File: src/rtl/wdt_pkg.sv
package wdt_pkg;

  localparam int ADDR_W = 2;
  localparam int DATA_W = 8;

  localparam logic [ADDR_W-1:0] ADDR_CTRL = 2'd0;
  localparam logic [ADDR_W-1:0] ADDR_PROT = 2'd1;

  localparam int KICK_BIT   = 0;
  localparam int SRC_BIT    = 4;
  localparam int UNLOCK_BIT = 0;
  localparam int NMIEN_BIT  = 1;

  typedef enum logic {
    SRC_SLOW = 1'b0,
    SRC_FAST = 1'b1
  } src_e;

  typedef struct packed {
    logic kick;
    logic src_wr;
    src_e src_val;
    logic prot_wr;
    logic unlock_val;
    logic nmien_val;
  } wr_dec_t;

  function automatic logic addr_hit(input logic wr, input logic [ADDR_W-1:0] addr,
                                    input logic [ADDR_W-1:0] target);
    return wr && (addr == target);
  endfunction

endpackage

File: src/rtl/wdt_decode.sv
module wdt_decode
  import wdt_pkg::*;
(
  input  logic              cfg_wr,
  input  logic [ADDR_W-1:0] cfg_addr,
  input  logic [DATA_W-1:0] cfg_wdata,
  input  src_e              src_q,
  input  logic              unlock_q,
  input  logic              nmien_q,
  output wr_dec_t           dec,
  output logic [DATA_W-1:0] cfg_rdata
);

  logic ctrl_hit;
  logic prot_hit;
  logic [DATA_W-1:0] unused_wdata;

  assign ctrl_hit = addr_hit(cfg_wr, cfg_addr, ADDR_CTRL);
  assign prot_hit = addr_hit(cfg_wr, cfg_addr, ADDR_PROT);
  assign unused_wdata = cfg_wdata;

  always_comb begin
    dec            = '0;
    dec.kick       = ctrl_hit && cfg_wdata[KICK_BIT];
    dec.src_wr     = ctrl_hit;
    dec.src_val    = src_e'(cfg_wdata[SRC_BIT]);
    dec.prot_wr    = prot_hit;
    dec.unlock_val = cfg_wdata[UNLOCK_BIT];
    dec.nmien_val  = cfg_wdata[NMIEN_BIT];
  end

  always_comb begin
    cfg_rdata = '0;
    unique case (cfg_addr)
      ADDR_CTRL: cfg_rdata[SRC_BIT] = src_q;
      ADDR_PROT: begin
        cfg_rdata[UNLOCK_BIT] = unlock_q;
        cfg_rdata[NMIEN_BIT]  = nmien_q;
      end
      default:   cfg_rdata = '0;
    endcase
  end

endmodule

File: src/rtl/wdt_cfg_regs.sv
module wdt_cfg_regs
  import wdt_pkg::*;
(
  input  logic    clk,
  input  logic    rst_n,
  input  wr_dec_t dec,
  output src_e    src_q,
  output logic    unlock_q,
  output logic    nmien_q,
  output logic    src_commit
);

  assign src_commit = dec.src_wr && unlock_q;

  always_ff @(posedge clk or negedge rst_n) begin
    if (!rst_n) begin
      src_q    <= SRC_SLOW;
      unlock_q <= 1'b0;
      nmien_q  <= 1'b1;
    end else begin
      if (src_commit) src_q <= dec.src_val;
      if (dec.prot_wr) begin
        unlock_q <= dec.unlock_val;
        nmien_q  <= dec.nmien_val;
      end
    end
  end

endmodule

File: src/rtl/wdt_src_mux.sv
module wdt_src_mux #(
  parameter int NUM_SRC = 2,
  localparam int SEL_W  = (NUM_SRC > 1) ? $clog2(NUM_SRC) : 1
) (
  input  logic [NUM_SRC-1:0] tick_vec,
  input  logic [SEL_W-1:0]   sel,
  output logic               tick_sel
);

  logic [NUM_SRC-1:0] hit;

  for (genvar g = 0; g < NUM_SRC; g++) begin : g_src
    assign hit[g] = tick_vec[g] && (sel == SEL_W'(g));
  end

  assign tick_sel = |hit;

endmodule

File: src/rtl/wdt_counter.sv
module wdt_counter #(
  parameter int CNT_W = 15
) (
  input  logic             clk,
  input  logic             rst_n,
  input  logic             tick,
  input  logic             kick,
  output logic [CNT_W-1:0] cnt,
  output logic             wrap_evt
);

  function automatic logic [CNT_W-1:0] step(input logic [CNT_W-1:0] c,
                                            input logic t, input logic k);
    if (k)      return '0;
    else if (t) return c + 1'b1;
    else        return c;
  endfunction

  function automatic logic wraps(input logic [CNT_W-1:0] c,
                                 input logic t, input logic k);
    return t && !k && (c == {CNT_W{1'b1}});
  endfunction

  assign wrap_evt = wraps(cnt, tick, kick);

  always_ff @(posedge clk or negedge rst_n) begin
    if (!rst_n) cnt <= '0;
    else        cnt <= step(cnt, tick, kick);
  end

endmodule

File: src/rtl/wdt_guard.sv
module wdt_guard
  import wdt_pkg::*;
#(
  parameter int CNT_W = 15
) (
  input  logic              clk,
  input  logic              rst_n,
  input  logic              cfg_wr,
  input  logic [ADDR_W-1:0] cfg_addr,
  input  logic [DATA_W-1:0] cfg_wdata,
  output logic [DATA_W-1:0] cfg_rdata,
  input  logic              slow_tick,
  input  logic              fast_tick,
  output logic              nmi_req
);

  wr_dec_t          dec;
  src_e             src_q;
  logic             unlock_q;
  logic             nmien_q;
  logic             src_commit;
  logic             tick_sel;
  logic             wrap_evt;
  logic [CNT_W-1:0] cnt;
  logic             nmi_q;

  wdt_decode u_dec (
    .cfg_wr    (cfg_wr),
    .cfg_addr  (cfg_addr),
    .cfg_wdata (cfg_wdata),
    .src_q     (src_q),
    .unlock_q  (unlock_q),
    .nmien_q   (nmien_q),
    .dec       (dec),
    .cfg_rdata (cfg_rdata)
  );

  wdt_cfg_regs u_regs (
    .clk        (clk),
    .rst_n      (rst_n),
    .dec        (dec),
    .src_q      (src_q),
    .unlock_q   (unlock_q),
    .nmien_q    (nmien_q),
    .src_commit (src_commit)
  );

  wdt_src_mux #(.NUM_SRC(2)) u_mux (
    .tick_vec ({fast_tick, slow_tick}),
    .sel      (src_q),
    .tick_sel (tick_sel)
  );

  wdt_counter #(.CNT_W(CNT_W)) u_cnt (
    .clk      (clk),
    .rst_n    (rst_n),
    .tick     (tick_sel),
    .kick     (dec.kick),
    .cnt      (cnt),
    .wrap_evt (wrap_evt)
  );

  always_ff @(posedge clk or negedge rst_n) begin
    if (!rst_n) nmi_q <= 1'b0;
    else        nmi_q <= wrap_evt && nmien_q;
  end

  assign nmi_req = nmi_q;

endmodule

File: config.mk
export PLATFORM = sky130hd
export DESIGN_NAME = wdt_guard
export DESIGN_NICKNAME = d
export VERILOG_FILES = /design/src/rtl/wdt_pkg.sv /design/src/rtl/wdt_decode.sv /design/src/rtl/wdt_cfg_regs.sv /design/src/rtl/wdt_src_mux.sv /design/src/rtl/wdt_counter.sv /design/src/rtl/wdt_guard.sv
export SDC_FILE = /design/constraint.sdc
export NUM_CORES = 1
export LEC_CHECK = 0
export BUFFER_PORTS_ARGS = -buffer_cell sky130_fd_sc_hd__buf_2
export CAP_MARGIN = 30
export CORE_UTILIZATION = 57
export DETAILED_ROUTE_END_ITERATION = 16
export PLACE_DENSITY_LB_ADDON = 0.08
export SLEW_MARGIN = 20
export SYNTH_ARGS = -nofsm -noshare
export SYNTH_HDL_FRONTEND = slang
export SYNTH_HIERARCHICAL = 1
export SYNTH_SLANG_ARGS = --single-unit
File: constraint.sdc
create_clock -name clk -period 4.1 [get_ports clk]
set_input_delay 0.615 -clock clk [delete_from_list [all_inputs] [get_ports clk]]
set_output_delay 0.615 -clock clk [all_outputs]
set_load 0.005 [all_outputs]
======== After elaboration in Yosys (flattened, before gate mapping) ========
Cells that the tools add are included.
storage, ports and cells
  output and inout port bits .............. 9
  register bits after elaboration ......... 19
  logic and storage cells ................. 26
  input port bits ......................... 15
cells by class
  bitwise logic cells ..................... 1
  reduce and logical (&&, ||, !) cells .... 13
  $add $sub $neg .......................... 1
  equality and inequality tests ........... 2
  muxes and demuxes ....................... 4
operators with widths
  kind                                                                    count
  15-bit two-way mux                                                      2
  15-bit by 1-bit adder with 15-bit output (second input constant)        1
  15-bit equality test (second input constant)                            1
  1-bit logical AND                                                       9
  2-bit by 1-bit equality test with 1-bit output (second input constant)  1
  2-bit logical NOT                                                       1
  2-bit two-way mux                                                       1
  2-bit nonzero test                                                      1
  2-bit OR reduction                                                      1
  1-bit logical NOT                                                       1
  1-bit two-way mux                                                       1
  1-bit inverter                                                          1

======== Longest topological paths before layout ========
Gate-level depths: netlist of the first run.
  depth in word-level cells ............... 7
  mapped depth ............................ 6
  gate-level depth less buffers ........... 5

======== Modules after synthesis ========
Netlist of the first run, hierarchy kept.
modules (own cells, without submodules)
  module        times used  area each (sq um)  cells each
  wdt_counter   1           799.5              78
  wdt_decode    1           136.4              17
  wdt_cfg_regs  1           122.6              7
  wdt_guard     1           31.3               2
  wdt_src_mux   1           15.0               1

======== Worst setup path before layout of the first run ========
OpenSTA, ideal clock, no wires.
  kind .................................... input -> register
  from .................................... in slow_tick
  to ...................................... reg nmi_q (netlist: nmi_req)
  setup slack ............................. 2.237 ns
  arrival time ............................ 1.797 ns
  stages .................................. 6
  required time ........................... 4.034 ns
  path buffers ............................ 1
  cells stage by stage .................... mux2_4 > buf_2 > nand4_4 > or4_4 > nor2_1 > and2_1
between the ends
  longest elaborated chain between the ends .. 5
RTL lines
  what                            line               text
  start: declaration              wdt_guard.sv:12    input logic slow_tick,
  1-bit logical AND               wdt_src_mux.sv:13  assign hit[g] = tick_vec[g] && (sel == SEL_W'(g));
  2-bit OR reduction              wdt_src_mux.sv:16  assign tick_sel = |hit;
  1-bit logical AND (2 in a row)  wdt_counter.sv:21  return t && !k && (c == {CNT_W{1'b1}});
  net wrap_evt                    wdt_guard.sv:23    logic wrap_evt;
  1-bit logical AND               wdt_guard.sv:65    else nmi_q <= wrap_evt && nmien_q;
  end signal: assignment          wdt_guard.sv:65
  end: declaration                wdt_guard.sv:25    logic nmi_q;
The timed path passes the listed nets, and every way through them passes these cells.
A chain may end at the register's enable or synchronous reset.

======== Worst setup path in the final report of the first run ========
  from .................................... reg u_regs.src_q
  to ...................................... reg nmi_q (netlist: nmi_req)
between the ends
  longest elaborated chain between the ends .. 6
RTL lines
  what                                line                text
  start: declaration                  wdt_cfg_regs.sv:7   output src_e src_q,
  start signal: assignment            wdt_cfg_regs.sv:21  if (src_commit) src_q <= dec.src_val;
  1-bit inverter                      wdt_src_mux.sv:13
  1-bit logical AND                   wdt_src_mux.sv:13
  2-bit OR reduction (*)              wdt_src_mux.sv:16
  net tick_sel                        wdt_guard.sv:22     logic tick_sel;
  1-bit logical AND (*) (2 in a row)  wdt_counter.sv:21
  net wrap_evt                        wdt_guard.sv:23
  1-bit logical AND (*)               wdt_guard.sv:65
The timed path passes the listed nets; every way through them passes the cells marked *.

==> results of run 1 <==
## placed cells by master (no fill, tap or decap), types with 3 or more instances in the layout
cell | netlist | final
dfrtp_1 | 18 | 18
buf_2 | 1 | 13
nor2_1 | 9 | 9
a21oi_1 | 6 | 6
mux2_2 | 5 | 5
conb_1 | 1 | 5
nand2_1 | 4 | 4
o31ai_1 | 4 | 4
or4_1 | 4 | 4
clkbuf_4 | 0 | 3
nand3_1 | 3 | 3
xnor2_1 | 3 | 3
nor2b_1 | 3 | 3
nor4_1 | 3 | 3
inv_1 | 3 | 3
and3b_2 | 3 | 3
## cell type report
class,count,share of cell area (%)
flip-flops and latches,19,41.2
multi-input cells,74,47.1
clock inverters,1,0.433
well taps,25,2.71
inverters,3,0.974
clock buffers,3,1.95
repair buffers,13,5.63
## cell families after synthesis
kind of cell / after synthesis
simple gates: 43
flops: 19
buf+inv: 16
compound gates: 12
mux: 9
xor+xnor: 4
fa+ha+maj: 1
other cells: 1
## per-layer routing
layer | wire (microns) | global-route usage (%) | share of wire, %
met5 | 0 | 0 | 0
met4 | 8 | 7.06 | 0.44
met3 | 74 | 8.73 | 4.1
met2 | 874 | 34.4 | 48
met1 | 863 | 24.1 | 47
## worst register-to-register path, delay by kind of cell (launching register included)
family / cells / cell delay (ns)
DFF: 1 / 0.43
and+or+nand+nor: 4 / 1.00
muxes: 1 / 0.26
## sequential cells by signal, indices dropped and copies added (netlist names)
register	cells
nmi_req	1
u_cnt/cnt	15
u_regs/src_q	1
u_regs/unlock_q	1
u_regs/nmien_q	1
## how the worst max path moves through the flow
stage / from / to / slack [ns] / cells after the start
floorplan: slow_tick / nmi_req$_DFF_PN0_ / 2.24 / 6
global placement: slow_tick / u_cnt/cnt[13]$_DFFE_PN0P_ / 2.17 / 5
detailed placement: fast_tick / u_cnt/cnt[13]$_DFFE_PN0P_ / 2.15 / 5
CTS: u_regs/nmien_q$_DFFE_PN1P_ / cfg_rdata[1] / 2.33 / 2
global route: u_regs/src_q$_DFFE_PN0P_ / u_cnt/cnt[13]$_DFFE_PN0P_ / 2.27 / 4
finish: u_regs/src_q$_DFFE_PN0P_ / nmi_req$_DFF_PN0_ / 2.34 / 5
## synthesized netlist by cell type, types with 2 or more instances
cell type and number:
nor2b_1 3, inv_1 3, nor3b_1 2, mux2i_1 2, mux2_4 2, a21oi_1 6
buf_4 10, dfrtp_1 18, clkbuf_1 2, nand3_1 3, nor2_1 9, mux2_2 5
nand2_1 4, o21ai_0 2, xnor2_1 3, o31ai_1 4, or4_1 4, nor4_1 3
nand4_4 2, and3b_2 3, or3_1 2
## report_power, final
part	leakage, nW	total (mW)	internal, mW	switching, mW
clock	0.0177	0.0994	0.0365	0.0629
sequential	0.250	0.266	0.223	0.0431
combinational	0.271	0.115	0.0545	0.0603
## per-stage QoR
| stage | utilization [%] | hold WS [ns] | std cells | setup WS, ns | power [mW] |
|---|---|---|---|---|---|
| after detailed placement | 64.0 | 0.528 | 134 | 2.15 | 0.384 |
| after global routing | 65.5 | 0.239 | 138 | 2.27 | 0.510 |
| after global placement | 64.0 | 0.516 | 134 | 2.17 | 0.377 |
| final | 65.5 | 0.213 | 138 | 2.34 | 0.480 |
| after CTS | 65.5 | 0.225 | 138 | 2.33 | 0.484 |
| after floorplan | - | 0.319 | 109 | 2.24 | 0.359 |
==> impl_metrics.ini, run 1 <==
[cells_and_area]
final_cell_area_sq_um = 1160
layout.nets = 130
nFillCells = 151
multi_input_area_sq_um = 544
register_area_sq_um = 477
area_growth_pct = 4.64
layout-drive-gt1-share_pct = 31.0
diodes = 0

[yosys]
synthTopCellsByArea = dfrtp_1 (41%), buf_4 (6.8%), mux2_2 (5.1%), nand4_4 (3.9%), nor2_1 (3.1%)
synth_top_area_share_pct = 40.8
synth-simple-area-share_pct = 27.3
synthMuxAreaShare_pct = 9.63
syn_inst = 105
synth-edff-count = 0
yosys.area.top_type = dfrtp_1
ys_seq_area_share_pct = 43.1
synthFlopType = dfrtp_1
syn_area_sq_um = 1100
async_flop_share_pct = 100
synth_xor_area_share_pct = 3.17
synth.avg_cell_area_sq_um = 10.5
synthAdderAreaFrac_pct = 1.13
yosys_warnings = 6
synth_compound_area_share_pct = 6.34
synth_seq_cells = 19
ys_types = 34
synth_top_family_by_area = simple AND/OR/NAND/NOR gates

[flow_run]
cap_violations = 0

[routing]
vias = 786
detail_route.wl_per_cell_microns = 13.2
drc_errors = 0
first_pass_iters = 4
drt_iter0_drc = 10
antenna_left = 0
via_per_inst = 5.70
routed_wirelength_microns = 1820

[global_routing]
grtUsageTotal_pct = 20.8
grt_pass1_wl_microns = 3060
grt_max_degree = 20
grt_pass1_vias = 746
grt_antenna_before_repair = 0
grt_overflow_total = 0

[critical_path]
r2r-start = u_regs/src_q$_DFFE_PN0P_
crit_fanout = 10
reg2reg_depth = 5
worstPathCellList = mux2_4 -> nand4_4 -> or4_4 -> nor2_1 -> and2_1
critPathSlowestCell = or4_4
cp-end-kind = flop
crit_arrival_ns = 2.01
critPathMaxStageDelay_ns = 0.57
cp-start-kind = flop
cp_num_buf_inv = 0
critical_path_class = reg2reg
cp_data_required_time_ns = 4.35
cp_top_family = simple AND/OR/NAND/NOR gates
r2r_slack_ns = 2.34
r2r-end = nmi_req$_DFF_PN0_

[clock_tree]
cts_buffer_depth = 2
cts_tree = yes
cts_setup_buffers = 0
cts-resized-gates = 0
cts_root_buf = clkbuf_4
cts_num_sinks = 19
clk_latency_ns = 0.31
cts_hold_buf = 0
h-tree-depth = 1
clkTransAtPathRegs_ns = 0.12
cts_made_buffers = 3

[floorplanning]
die_width_microns = 46.0
io_pins = 24
rows = 15
dieArea_sq_um = 2120
design.core.area_sq_um = 1760
die_h_microns = 46.0
initial_core_util_pct = 62.6

[placed_design]
place.gp.congestion = 0.777
dpl_cell_area_sq_um = 1130
io_buffers = 13
dp_hpwl_microns = 1270

[sta]
finClkSkew_ns = 0.00865
tns_ns = 0
slew_viol_final = 0
finalHoldViolCount = 0
setup_viol = 0
period_share_pct = 42.8
rsz0062_at_grt = false
fmax_mhz = 569
period_needed_ns = 1.76

[outcome]
status = finished clean

[pwr]
power.density_nw_per_um2 = 415
p_leak_nw = 0.539
peakVddDrop_mv = 0.303

[hold_path]
hold_class = in2async
Note: power is estimated with default switching activity, not from simulation.
==> run 2: changes to the inputs <==
- CORE_UTILIZATION: 57 -> 53
- clock period: 4.1 -> 1.7 ns (I/O delays scaled with it)
==> run 2 against run 1 <==
  * Final cell count up 6.5%
  * First-iteration DRC count down 30%
  * Core utilization down 3.2 points
  * Non-clock buffer count up 7
  * Routed wire length down 0.27%
  * Worst setup slack worse by 2.3 ns
  * Clock power up 130%
  * Largest power group unchanged
  * Fmax up 8.2%
  * Final area up 5.7%
==> impl_metrics.ini, run 2 (synthesis gave the netlist of run 1 again) <==
[outcome]
status = finished clean

[critical_path]
cp.depth = 5
cp_num_buf_inv = 1
r2r-start = u_regs/src_q$_DFFE_PN0P_
critPathMaxStageDelay_ns = 0.42
critical_path_class = reg2reg
cp-start-kind = flop
r2r-end = u_cnt/cnt[7]$_DFFE_PN0P_
cp_top_family = simple AND/OR/NAND/NOR gates
r2r_slack_ns = 0.08
crit_fanout = 5
cp-end-kind = flop
worstPathCellList = mux2_4 -> nand4_4 -> buf_4 -> or4_1 -> a21oi_1
endpoint = u_cnt/cnt[7]$_DFFE_PN0P_
critPathSlowestCell = dfrtp_1
crit_start = u_regs/src_q$_DFFE_PN0P_
crit_arrival_ns = 1.85
cp_data_required_time_ns = 1.93
reg2reg_depth = 5

[routing]
antenna_left = 0
detail_route.wl_per_cell_microns = 12.4
drc_errors = 0
via_per_inst = 5.20
vias = 764
routed_wirelength_microns = 1820
drt_iter0_drc = 7
first_pass_iters = 3

[cells_and_area]
final_cell_area_sq_um = 1220
largest_register_ffs = 15
diodes = 0
mostFrequentLayoutCells = dfrtp_1 (18), buf_2 (13), nor2_1 (9), buf_4 (6), a21oi_1 (6)
layout.nets = 137
nFillCells = 184
fin_util_pct = 62.3
register_area_sq_um = 477
multi_input_area_sq_um = 553
stdcell_count = 147
regMostFlops = u_cnt/cnt
layout-drive-gt1-share_pct = 34.2
final_common_cell = dfrtp_1
area_growth_pct = 10.6

[floorplanning]
rows = 16
dieArea_sq_um = 2270
io_pins = 24
design.core.area_sq_um = 1960
initial_core_util_pct = 56.3
die_h_microns = 47.7
die_width_microns = 47.7

[global_routing]
grt_pass1_vias = 645
grt_util_met1_pct = 23.4
grt_overflow_total = 0
grt_antenna_before_repair = 0
grt_util_met2_pct = 30.1
grtUsageTotal_pct = 17.8
grt_use_met3_pct = 2.26
grt-busiest-layer = met2
grt_pass1_wl_microns = 2800
grt_max_degree = 20

[clock_tree]
cts_tree = yes
h-tree-depth = 1
clk_latency_ns = 0.30
cts_made_buffers = 3
clkTransAtPathRegs_ns = 0.12
cts_num_sinks = 19
cts_buffer_depth = 2
cts_setup_buffers = 0
cts_root_buf = clkbuf_4

[flow_run]
cap_violations = 0

[sta]
period_share_pct = 95.5
fmax_mhz = 616
finClkSkew_ns = 0.00805
finalHoldViolCount = 0
slew_viol_final = 0
tns_ns = 0
period_needed_ns = 1.62
rsz0062_at_grt = false
setup_viol = 0

[placed_design]
dp_hpwl_microns = 1330
io_buffers = 13
dp.cells = 142
place.gp.congestion = 0.722
dpl_cell_area_sq_um = 1180

[pwr]
power.internal_mw = 0.785
fin_total_pwr_mw = 1.19
peakVddDrop_mv = 0.721
seq_power_share_pct = 54.4
power.switching_mw = 0.404
pwr-share-comb_pct = 26.2
pwr-share-clk_pct = 19.4
power_switching_share_pct = 34.0
p_leak_nw = 0.570
power.density_nw_per_um2 = 973

[hold_path]
hold_class = in2reg
==> run 2: worst min path at each step <==
stage                       from                          to  depth (start not counted)  slack, ns
CTS                 cfg_wdata[1]  u_regs/nmien_q$_DFFE_PN1P_                          2       0.18
global placement           rst_n    u_cnt/cnt[7]$_DFFE_PN0P_                          1       0.22
global route        cfg_wdata[4]    u_regs/src_q$_DFFE_PN0P_                          2       0.17
finish              cfg_wdata[4]    u_regs/src_q$_DFFE_PN0P_                          2       0.19
detailed placement         rst_n    u_cnt/cnt[6]$_DFFE_PN0P_                          1       0.22
floorplan                  rst_n           nmi_req$_DFF_PN0_                          0      -0.04
==> run 2: area by class of cell <==
class	instances	share of cell area (%)
clock buffers	3	1.84
multi-input cells	74	45.2
well taps	27	2.76
clock inverters	1	0.409
inverters	3	0.921
repair buffers	20	9.83
flip-flops and latches	19	39.0
==> run 2: worst reg2reg max path, delay by kind of cell, from the launching register on <==
kind | cells | cell delay (ns)
AO/OA/AOI/OAI | 1 | 0.17
multiplexers | 1 | 0.26
flip-flops | 1 | 0.42
AND/OR/NAND/NOR | 2 | 0.53
buffers and inverters | 1 | 0.18
==> run 2: through the flow <==
stage / setup WS (ns) / hold WS [ns]
2_1_floorplan: 0.00157 / -0.0406
6_report: 0.0763 / 0.186
3_5_place_dp: 0.0420 / 0.219
3_3_place_gp: 0.0947 / 0.216
5_1_grt: 0.00711 / 0.172
4_1_cts: 0.0152 / 0.177
==> run 2: power groups by stage <==
stage | registers (mW) | clock network [mW] | logic [mW]
global placement | 0.640 | 0 | 0.297
global route | 0.658 | 0.258 | 0.350
floorplan | 0.627 | 0 | 0.237
CTS | 0.637 | 0.241 | 0.312
detailed placement | 0.647 | 0 | 0.309
finish | 0.647 | 0.230 | 0.312
==> run 2: what timing repair did <==
item | in CTS | in global routing
endpoints found under the setup margin | 0 | 5
hold buffers | 1 | 0
resized for setup | 0 | 1
hold endpoints to repair | 18 | 0
==> run 2: per-layer routing <==
layer | share of wire, % | wire, microns | vias to the layer above
met5 | 0 | 0 | -
met4 | 0.50 | 9 | 0
met3 | 2.9 | 52 | 2
met2 | 49 | 886 | 14
met1 | 48 | 868 | 355
li1 | - | - | 393
